**src/rtl/spwm5_pkg.sv**
```systemverilog
`timescale 1ns/1ps
package spwm5_pkg;
    localparam int NUM_SW = 5;
    localparam int G_S1 = 0;
    localparam int G_S2 = 1;
    localparam int G_S3 = 2;
    localparam int G_S4 = 3;
    localparam int G_S5 = 4;

    localparam logic [1:0] CODE_ZERO = 2'b00;
    localparam logic [1:0] CODE_POS  = 2'b01;
    localparam logic [1:0] CODE_NEG  = 2'b10;
    localparam logic [1:0] CODE_GAP  = 2'b11;

    typedef enum logic [2:0] {
        ST_BLANK,
        ST_POS,
        ST_ZPOS,
        ST_DEADP,
        ST_NEG,
        ST_ZNEG,
        ST_DEADN
    } st_e;
endpackage

```
**src/rtl/spwm5_carrier.sv**
```systemverilog
`timescale 1ns/1ps
module spwm5_carrier #(
    parameter int CNT_W = 12
) (
    input  logic             clk,
    input  logic             rst,
    input  logic [CNT_W-1:0] peak,
    output logic [CNT_W-1:0] cnt,
    output logic             valley
);
    logic up_q;

    // Triangular carrier: 0 .. peak .. 0, period 2*peak
    always_ff @(posedge clk) begin
        if (rst) begin
            cnt  <= '0;
            up_q <= 1'b1;
        end else if (peak == '0) begin
            cnt  <= '0;
            up_q <= 1'b1;
        end else if (up_q) begin
            if (cnt >= peak) begin
                up_q <= 1'b0;
                cnt  <= cnt - 1'b1;
            end else begin
                cnt  <= cnt + 1'b1;
            end
        end else begin
            if (cnt == '0) begin
                up_q <= 1'b1;
                cnt  <= cnt + 1'b1;
            end else begin
                cnt  <= cnt - 1'b1;
            end
        end
    end

    always_comb valley = (cnt == '0);
endmodule

```
**src/rtl/spwm5_mag.sv**
```systemverilog
`timescale 1ns/1ps
module spwm5_mag #(
    parameter int REF_W = 12
) (
    input  logic signed [REF_W-1:0] ref_in,
    output logic        [REF_W-1:0] mag,
    output logic                    neg
);
    // Magnitude of the two's complement sample; the most negative code maps to 2^(REF_W-1)
    always_comb begin
        neg = ref_in[REF_W-1];
        mag = neg ? (~unsigned'(ref_in) + 1'b1) : unsigned'(ref_in);
    end
endmodule

```
**src/rtl/spwm5_fsm.sv**
```systemverilog
`timescale 1ns/1ps
module spwm5_fsm
    import spwm5_pkg::*;
#(
    parameter int DEAD_W = 4
) (
    input  logic              clk,
    input  logic              rst,
    input  logic [DEAD_W-1:0] dead_cyc,
    input  logic              neg_pol,
    input  logic              above,
    output logic [NUM_SW-1:0] gates,
    output logic [1:0]        code
);
    st_e               st_q, st_d;
    logic [DEAD_W-1:0] tmr_q;
    logic              load;
    logic              tmr_done;

    always_comb tmr_done = (tmr_q <= DEAD_W'(1));

    // Next-state decision
    always_comb begin
        st_d = st_q;
        load = 1'b0;
        unique case (st_q)
            ST_BLANK: begin
                if (tmr_done)
                    st_d = neg_pol ? (above ? ST_NEG : ST_ZNEG)
                                   : (above ? ST_POS : ST_ZPOS);
            end
            ST_POS: begin
                if (neg_pol)     begin st_d = ST_BLANK; load = 1'b1; end
                else if (!above) begin st_d = ST_DEADP; load = 1'b1; end
            end
            ST_ZPOS: begin
                if (neg_pol)     begin st_d = ST_BLANK; load = 1'b1; end
                else if (above)  begin st_d = ST_DEADP; load = 1'b1; end
            end
            ST_DEADP: begin
                if (neg_pol)       begin st_d = ST_BLANK; load = 1'b1; end
                else if (tmr_done) st_d = above ? ST_POS : ST_ZPOS;
            end
            ST_NEG: begin
                if (!neg_pol)    begin st_d = ST_BLANK; load = 1'b1; end
                else if (!above) begin st_d = ST_DEADN; load = 1'b1; end
            end
            ST_ZNEG: begin
                if (!neg_pol)    begin st_d = ST_BLANK; load = 1'b1; end
                else if (above)  begin st_d = ST_DEADN; load = 1'b1; end
            end
            ST_DEADN: begin
                if (!neg_pol)      begin st_d = ST_BLANK; load = 1'b1; end
                else if (tmr_done) st_d = above ? ST_NEG : ST_ZNEG;
            end
            default: st_d = ST_BLANK;
        endcase
    end

    // State register and gap timer
    always_ff @(posedge clk) begin
        if (rst) begin
            st_q  <= ST_BLANK;
            tmr_q <= dead_cyc;
        end else begin
            st_q  <= st_d;
            if (load)
                tmr_q <= dead_cyc;
            else if (tmr_q != '0)
                tmr_q <= tmr_q - 1'b1;
        end
    end

    // Output decode
    always_comb begin
        gates = '0;
        code  = CODE_GAP;
        unique case (st_q)
            ST_BLANK: code = CODE_GAP;
            ST_POS: begin
                gates[G_S1] = 1'b1; gates[G_S3] = 1'b1; gates[G_S4] = 1'b1;
                code = CODE_POS;
            end
            ST_ZPOS, ST_ZNEG: begin
                gates[G_S1] = 1'b1; gates[G_S3] = 1'b1; gates[G_S5] = 1'b1;
                code = CODE_ZERO;
            end
            ST_DEADP: begin
                gates[G_S1] = 1'b1; gates[G_S3] = 1'b1;
                code = CODE_GAP;
            end
            ST_NEG: begin
                gates[G_S2] = 1'b1; gates[G_S5] = 1'b1;
                code = CODE_NEG;
            end
            ST_DEADN: begin
                gates[G_S5] = 1'b1;
                code = CODE_GAP;
            end
            default: code = CODE_GAP;
        endcase
    end
endmodule

```
**src/rtl/spwm5_gate.sv**
```systemverilog
`timescale 1ns/1ps
module spwm5_gate
    import spwm5_pkg::*;
#(
    parameter int REF_W  = 12,
    parameter int CNT_W  = 12,
    parameter int DEAD_W = 4
) (
    input  logic                    clk,
    input  logic                    rst,
    input  logic signed [REF_W-1:0] ref_in,
    input  logic        [CNT_W-1:0] car_peak,
    input  logic       [DEAD_W-1:0] dead_cyc,
    output logic       [NUM_SW-1:0] gate_o,
    output logic                    neg_half_o,
    output logic              [1:0] state_o
);
    localparam int CMP_W = (REF_W > CNT_W) ? REF_W : CNT_W;

    logic [CNT_W-1:0] car_cnt;
    logic             valley;
    logic [REF_W-1:0] ref_mag;
    logic             ref_neg;
    logic             above;
    logic             pol_q;

    spwm5_carrier #(.CNT_W(CNT_W)) u_car (
        .clk    (clk),
        .rst    (rst),
        .peak   (car_peak),
        .cnt    (car_cnt),
        .valley (valley)
    );

    spwm5_mag #(.REF_W(REF_W)) u_mag (
        .ref_in (ref_in),
        .mag    (ref_mag),
        .neg    (ref_neg)
    );

    always_comb above = CMP_W'(ref_mag) > CMP_W'(car_cnt);

    // Polarity follows the reference sign only at a carrier valley
    always_ff @(posedge clk) begin
        if (rst)
            pol_q <= 1'b0;
        else if (valley)
            pol_q <= ref_neg;
    end

    spwm5_fsm #(.DEAD_W(DEAD_W)) u_fsm (
        .clk      (clk),
        .rst      (rst),
        .dead_cyc (dead_cyc),
        .neg_pol  (pol_q),
        .above    (above),
        .gates    (gate_o),
        .code     (state_o)
    );

    always_comb neg_half_o = pol_q;
endmodule

```
**config.mk**
```make
export PLATFORM = sky130hd
export DESIGN_NAME = spwm5_gate
export DESIGN_NICKNAME = d
export VERILOG_FILES = /design/src/rtl/spwm5_pkg.sv /design/src/rtl/spwm5_carrier.sv /design/src/rtl/spwm5_mag.sv /design/src/rtl/spwm5_fsm.sv /design/src/rtl/spwm5_gate.sv
export SDC_FILE = /design/constraint.sdc
export NUM_CORES = 1
export LEC_CHECK = 0
export ABC_AREA = 1
export CORE_MARGIN = 3
export CORE_UTILIZATION = 54
export DETAILED_ROUTE_END_ITERATION = 7
export GPL_TIMING_DRIVEN = 0
export PLACE_DENSITY = 0.78
export SYNTH_ARGS = -nofsm -noshare
export SYNTH_HDL_FRONTEND = slang
export SYNTH_HIERARCHICAL = 1
export SYNTH_SLANG_ARGS = --single-unit
```
**constraint.sdc**
```tcl
create_clock -name clk -period 5.15 [get_ports clk]
set_input_delay 1.03 -clock clk [delete_from_list [all_inputs] [get_ports clk]]
set_output_delay 1.03 -clock clk [all_outputs]
set_load 0.05 [all_outputs]
```
==> results.md, run 1 <==
* Outcome: finished clean
* Fmax at around 0.24 GHz
* Core ar. at 5170 sq um
* Worst-Margin Slew at around 500 ps
* Post-synthesis average cell area at 6.20 sq um
* Fin. Hold Viols at 0
* Share of cells above drive strength 1 at 0.114
* CP endpoint: u_fsm/tmr_q[3]
* Starting DRT DRC Count at 127
* Async set or reset register ratio after synthesis at 0
* DP Cell Count at a little under 600
* Port Buffer Count at 37
* YS warnings at 6
* CP arrival at 4170 ps
* DR pass1 iterations at 5
* CP startpoint: ref_in[0]
* Die H at between 70 and 80 um
* #FFs+latches synth at 21
* Hold_buf cts at 0
* Via density at approximately 5.0
* Number of clock sinks at 21
* Setup crit end kind: flip-flop
* Initial core utilization at 0.564
* Synth Area in XOR/XNOR at 0.0571
* Post-DP HPWL at 5540 um
* Post-CTS Resized at 0
* Gr ovfl total at 0
* Htree depth at 1
* Netlist cell types at 32
* Internal reg-to-reg setup slack at about 2300 ps
* Mapped Cells at 470
* Via count at roughly 3000
* Post-DRT Antenna Nets at 0
* Slew HR at 0.665
* Final Max Tran Viols at 0
* CTS tree: yes
* First-pass GRT wire length at 11800 um
* Tcrit/Tclk final at 0.818
* Post-synth EDFFs at 4
* FF-to-FF End: u_fsm/tmr_q[3]
* Post-synth top flop: dfxtp_1
* Most common cell after layout, fill and taps aside: nand2_1
* Cell Rows at 26
* Power Density at about 520 nW/um^2
* Count of final setup violators at 0
* Antenna diodes at 0
* R2R cell count at 15
* VDD IR-drop max at 0.378 mV
* Initial antenna violation count at 0
* Total GRT Usage at 0.225
* Vias in the first global route at between 2000 and 3000
* Critical path type: in2reg
* Later-pin clock latency in the skew report at approximately 260 ps
* Mux contribution to synthesized area at 0.00343
* Pin count of the biggest net entering global routing at 13
* Critical path fanouts, max at 5
* Fillers at around 500
* IO Pins at 38
* Final Skew at approximately 5.7 ps
* Total Routed Length at between 6000 and 7000 um
* Clk slew on worst S/H paths at roughly 80 ps
* Nets at 578
* Synth-to-Final Area Change at 17.3%
* Root buffer cell: clkbuf_8
* Unrepaired setup endpoints after global routing: no
* Die area at between 6000 and 7000 sq um
* Non-Filler Instances at ~580
* Post-Syn Area at between 2000 and 3000 sq um
* Setup TNS at 0 ps
* Critical path required time at a little over 5000 ps
* P_leak at around 1.8 nW
* Synthesized net count at around 540
* Simple-Gate Fraction of Synth Area at 0.413
* Die width at about 80 um
* Synth Area in Compound Gates at 0.0695
* Longest Clk Path Bufs at 2
* Startpoint types: input port
* Min-Delay Path Class: reg2reg
* Post-synthesis adder-cell area fraction at 0.155
* Commonest cells after routing, fill and taps aside: nand2_1 (125), inv_1 (75), nor2_1 (58)
* Sequential share of the synthesized area at 0.158
* Main combinational cell family by area after synthesis: simple AND/OR/NAND/NOR gates
* Residual DRC at 0
* Setup bufs post-CTS at 0
* TritonCTS buffer count at 3
* Placer Congestion at roughly 0.93
* Post-layout min period at 4210 ps
* Detailed-route wire length per cell at roughly 12 um
* Max cap viols at 0
* Reg-to-Reg Start: u_car/cnt[6]
[worst max-delay path, cell delays in order]
cell and delay [ps]:
clkdlybuf4s50_1 430, inv_1 130, ha_1 230, nand3_2 120, nand2_2 120, nand2_1 60, nand2_1 50, nand2_1 40
ha_1 280, nand2_2 70, nor2_4 120, nand2_2 70, a21oi_2 110, nor2_1 60, nor2_1 280, inv_1 160
ha_1 220, o21ai_1 210, inv_2 40, nand2_1 70, nand2_2 90, nand4_1 190
[where the power goes]
group / switching, mW / internal, mW
registers: 0.107 / 0.245
logic: 0.811 / 0.506
clock network: 0.0581 / 0.0540
[cell type report]
class	count	area [sq um]	share of cell area
repair buffers	37	370	0.108
well taps	70	87.6	0.0256
clock buffers	3	41.3	0.0121
clock inverters	1	5.00	0.00146
flip-flops and latches	21	460	0.135
inverters	83	312	0.0911
multi-input cells	355	2030	0.595
plain buffers	11	109	0.0318
[cells by family after synthesis]
family / after synthesis
muxes: 1
xor gates and xnor gates: 19
and+or+nand+nor: 265
DFF: 21
buffers and inverters: 94
AOI/OAI and AO/OA: 34
adders and majority gates: 36
[through the flow]
step / power, mW / setup WS, ps / utilization / area (sq um) / hold WS (ps)
2_1_floorplan: 1.36 / 1560 / - / 2920 / 580
3_3_place_gp: 1.62 / 720 / 0.652 / 3370 / 609
3_5_place_dp: 1.66 / 628 / 0.652 / 3370 / 642
4_1_cts: 1.78 / 905 / 0.661 / 3420 / 660
5_1_grt: 1.99 / 635 / 0.661 / 3420 / 690
6_report: 1.78 / 936 / 0.661 / 3420 / 656
[state kept, by name, summed over array words and instances (netlist names)]
register     cells
u_car/cnt       12
u_fsm/tmr_q      4
u_fsm/st_q       3
neg_half_o       1
u_car/up_q       1
[per-layer routing]
metal | track usage | vias up | part of all wire
met1 | 0.276 | 1312 | 0.44
met4 | 0.0258 | 0 | 0.0052
met2 | 0.427 | 51 | 0.51
met3 | 0.0282 | 6 | 0.036
met5 | 0 | - | 0
li1 | - | 1544 | -
[cell usage after synthesis, types with 7 or more instances]
library cell / n / area share
a21oi_1: 14 / 0.024
a21oi_2: 7 / 0.021
buf_6: 7 / 0.027
dfxtp_1: 17 / 0.12
ha_1: 36 / 0.15
inv_1: 75 / 0.097
inv_2: 8 / 0.010
nand2_1: 125 / 0.16
nand2_2: 9 / 0.019
nand3_1: 38 / 0.065
nand4_1: 8 / 0.017
nor2_1: 58 / 0.075
nor2_2: 7 / 0.015
xor2_1: 14 / 0.042
[worst min path at each step]
stage,from,to,slack (ps),cells after the start
3_3_place_gp,u_fsm/st_q[1],u_fsm/st_q[1],610,3
5_1_grt,u_fsm/tmr_q[0],u_fsm/tmr_q[0],690,1
3_5_place_dp,u_fsm/st_q[1],u_fsm/st_q[1],640,3
4_1_cts,u_fsm/tmr_q[0],u_fsm/tmr_q[0],660,1
6_report,u_fsm/st_q[1],u_fsm/st_q[1],660,3
2_1_floorplan,u_fsm/st_q[1],u_fsm/st_q[1],580,3
(Power assumes the default switching activity.)
==> run 2, diff against run 1 <==
- clock period: 5.15 -> 4.3 ns (I/O delays scaled with it)
==> results.md, run 2 (synthesized netlist as in run 1, its figures left out) <==
* Min-Delay Path Class: reg2reg
* Hold Startpoint: u_fsm/st_q[1]
* Htree depth at 1
* DR pass1 iterations at 5
* Residual DRC at 0
* Power Density at just over 600 nW/um^2
* Total Routed Length at around 6800 um
* Initial antenna violation count at 0
* Share of cells above drive strength 1 at 0.115
* Cell Rows at 26
* Startpoint types: input port
* Switch Pwr at about 1.2 mW
* Outcome: finished clean
* Starting DRT DRC Count at roughly 130
* Crit path buf inv count at 4
* P_int at approximately 970 uW
* Root buffer cell: clkbuf_8
* CP arrival at ~3900 ps
* Pin count of the biggest net entering global routing at 13
* Later-pin clock latency in the skew report at between 200 and 300 ps
* Die width at 79.5 um
* Setup bufs post-CTS at 0
* Critical path required time at 4260 ps
* Post-DRT Antenna Nets at 0
* Max reg flops at 12
* Most common cell after layout, fill and taps aside: nand2_1
* Core ar. at 5170 sq um
* Post-DP HPWL at 5540 um
* Internal reg-to-reg setup slack at about 1500 ps
* Setup TNS at 0 ps
* Die H at about 80 um
* Vias in the first global route at approximately 2800
* Part of the power in the clock network at 0.063
* R2R cell count at 15
* Final Skew at ~6 ps
* Synth-to-Final Area Change at 17.4%
* Post-layout min period at just under 4000 ps
* Largest regs: u_car/cnt: 12 flops, u_fsm/tmr_q: 4 flops, u_fsm/st_q: 3 flops
* Fin. Hold Viols at 0
* CTS tree: yes
* Hold depth at 3
* First-pass GRT wire length at ~12000 um
* Count of final setup violators at 0
* Reg-to-Reg Start: u_car/cnt[5]
* Largest Register: u_car/cnt
* Tcrit/Tclk final at 0.913
* Longest Clk Path Bufs at 2
* Design Power at roughly 2.1 mW
* FF-to-FF End: u_fsm/tmr_q[3]
* Worst path cell trace: clkdlybuf4s50_1 -> inv_1 -> ha_1 -> nand3_2 -> nand2_2 -> nand2_1 -> nand2_1 -> nand2_1 -> ha_1 -> nand2_2 -> nor2_4 -> nand2_2 -> a21oi_2 -> nor2_1 -> nor2_2 -> inv_1 -> ha_1 -> o21ai_1 -> inv_2 -> nand2_1 -> nand2_2 -> nand4_1
* Critical path fanouts, max at 5
* Worst-Margin Slew at roughly 500 ps
* Setup crit end kind: flip-flop
* Net Sw Frac at 0.548
* P_leak at ~1.8 nW
* Final Max Tran Viols at 0
* CP max stage delay at 430 ps
* Comb power frac at 0.739
* Fillers at around 500
* FF+latch area at 460 sq um
* Commonest cells after routing, fill and taps aside: nand2_1 (125), inv_1 (75), nor2_1 (57)
* Total GRT Usage at 0.225
* Unrepaired setup endpoints after global routing: no
* Via density at approximately 5.0
* Gr ovfl total at 0
* Placer Congestion at ~0.93
* Fmax at between 0.2 and 0.3 GHz
* Part of the power in registers at 0.198
* VDD IR-drop max at ~0.45 mV
* Endpoint, Worst Hold: u_fsm/st_q[1]
* Max cap viols at 0
* Nets at a little under 600
* Slew HR at 0.665
* Final instance area at 3420 sq um
* CP top delay family: simple AND/OR/NAND/NOR gates
* Slowest stage cell, crit path: clkdlybuf4s50_1
* Number of clock sinks at 21
* TritonCTS buffer count at 3
* Initial core utilization at 0.564
* Clk slew on worst S/H paths at 80 ps
* IO Pins at 38
* Via count at between 2000 and 3000
* Die area at 6320 sq um
* Port Buffer Count at 37
* Area occupied by multi-input gates at roughly 2000 sq um
* Placed cell area at approximately 3400 sq um
* Critical path type: in2reg
* Antenna diodes at 0
* Detailed-route wire length per cell at approximately 12 um
-- run 2: cell counts in the layout (fill, tap and decap cells not counted) --
No cell type changed its count.
-- run 2: what timing repair did --
| item | in CTS | in global routing |
|---|---|---|
| resized for setup | 0 | 1 |
| setup endpoints to repair | 0 | 6 |
| hold buffers | 0 | 0 |
-- run 2: final cells by class --
| class | count | area share |
|---|---|---|
| flip-flops and latches | 21 | 0.135 |
| multi-input cells | 355 | 0.595 |
| clock buffers | 3 | 0.0121 |
| plain buffers | 11 | 0.0318 |
| well taps | 70 | 0.0256 |
| repair buffers | 37 | 0.108 |
| inverters | 83 | 0.0910 |
| clock inverters | 1 | 0.00146 |
-- run 2: worst max-delay path by stage --
| stage | startpoint | end | cells after the start |
|---|---|---|---|
| 2_1_floorplan | ref_in[0] | u_fsm/tmr_q[0] | 21 |
| 3_3_place_gp | ref_in[0] | u_fsm/tmr_q[1] | 22 |
| 3_5_place_dp | ref_in[0] | u_fsm/tmr_q[0] | 22 |
| 4_1_cts | ref_in[0] | u_fsm/tmr_q[3] | 22 |
| 5_1_grt | ref_in[0] | u_fsm/tmr_q[2] | 25 |
| 6_report | ref_in[0] | u_fsm/tmr_q[3] | 22 |
-- run 2: worst reg2reg max path: stages (launching register included) --
cell	delay (ps)
dfxtp_1	550
inv_1	90
ha_1	300
nand2_1	60
nor2_2	80
nand2_2	80
a21oi_2	110
nor2_1	70
nor2_2	190
inv_1	130
ha_1	210
o21ai_1	210
inv_2	40
nand2_1	70
nand2_2	90
nand4_1	190
-- run 2: power by group through the flow --
stage	sequential (mW)	clock [mW]	combinational (mW)
6_report	0.422	0.134	1.58
3_5_place_dp	0.428	0	1.56
4_1_cts	0.423	0.139	1.57
5_1_grt	0.438	0.145	1.80
3_3_place_gp	0.426	0	1.51
2_1_floorplan	0.389	0	1.24
-- run 2: per-layer routing --
layer,global-route usage,wire [um]
met2,0.427,3500
met1,0.276,2990
met5,0,0
met4,0.0258,33
met3,0.0282,244
-- run 2: per-stage QoR --
step	hold slack, ps	cells	utilization	setup slack, ps
floorplan	580	470	-	882
global placement	609	577	0.652	40.0
detailed placement	642	577	0.652	-51.8
CTS	660	581	0.661	225
global route	690	581	0.662	93.6
finish	655	581	0.662	372
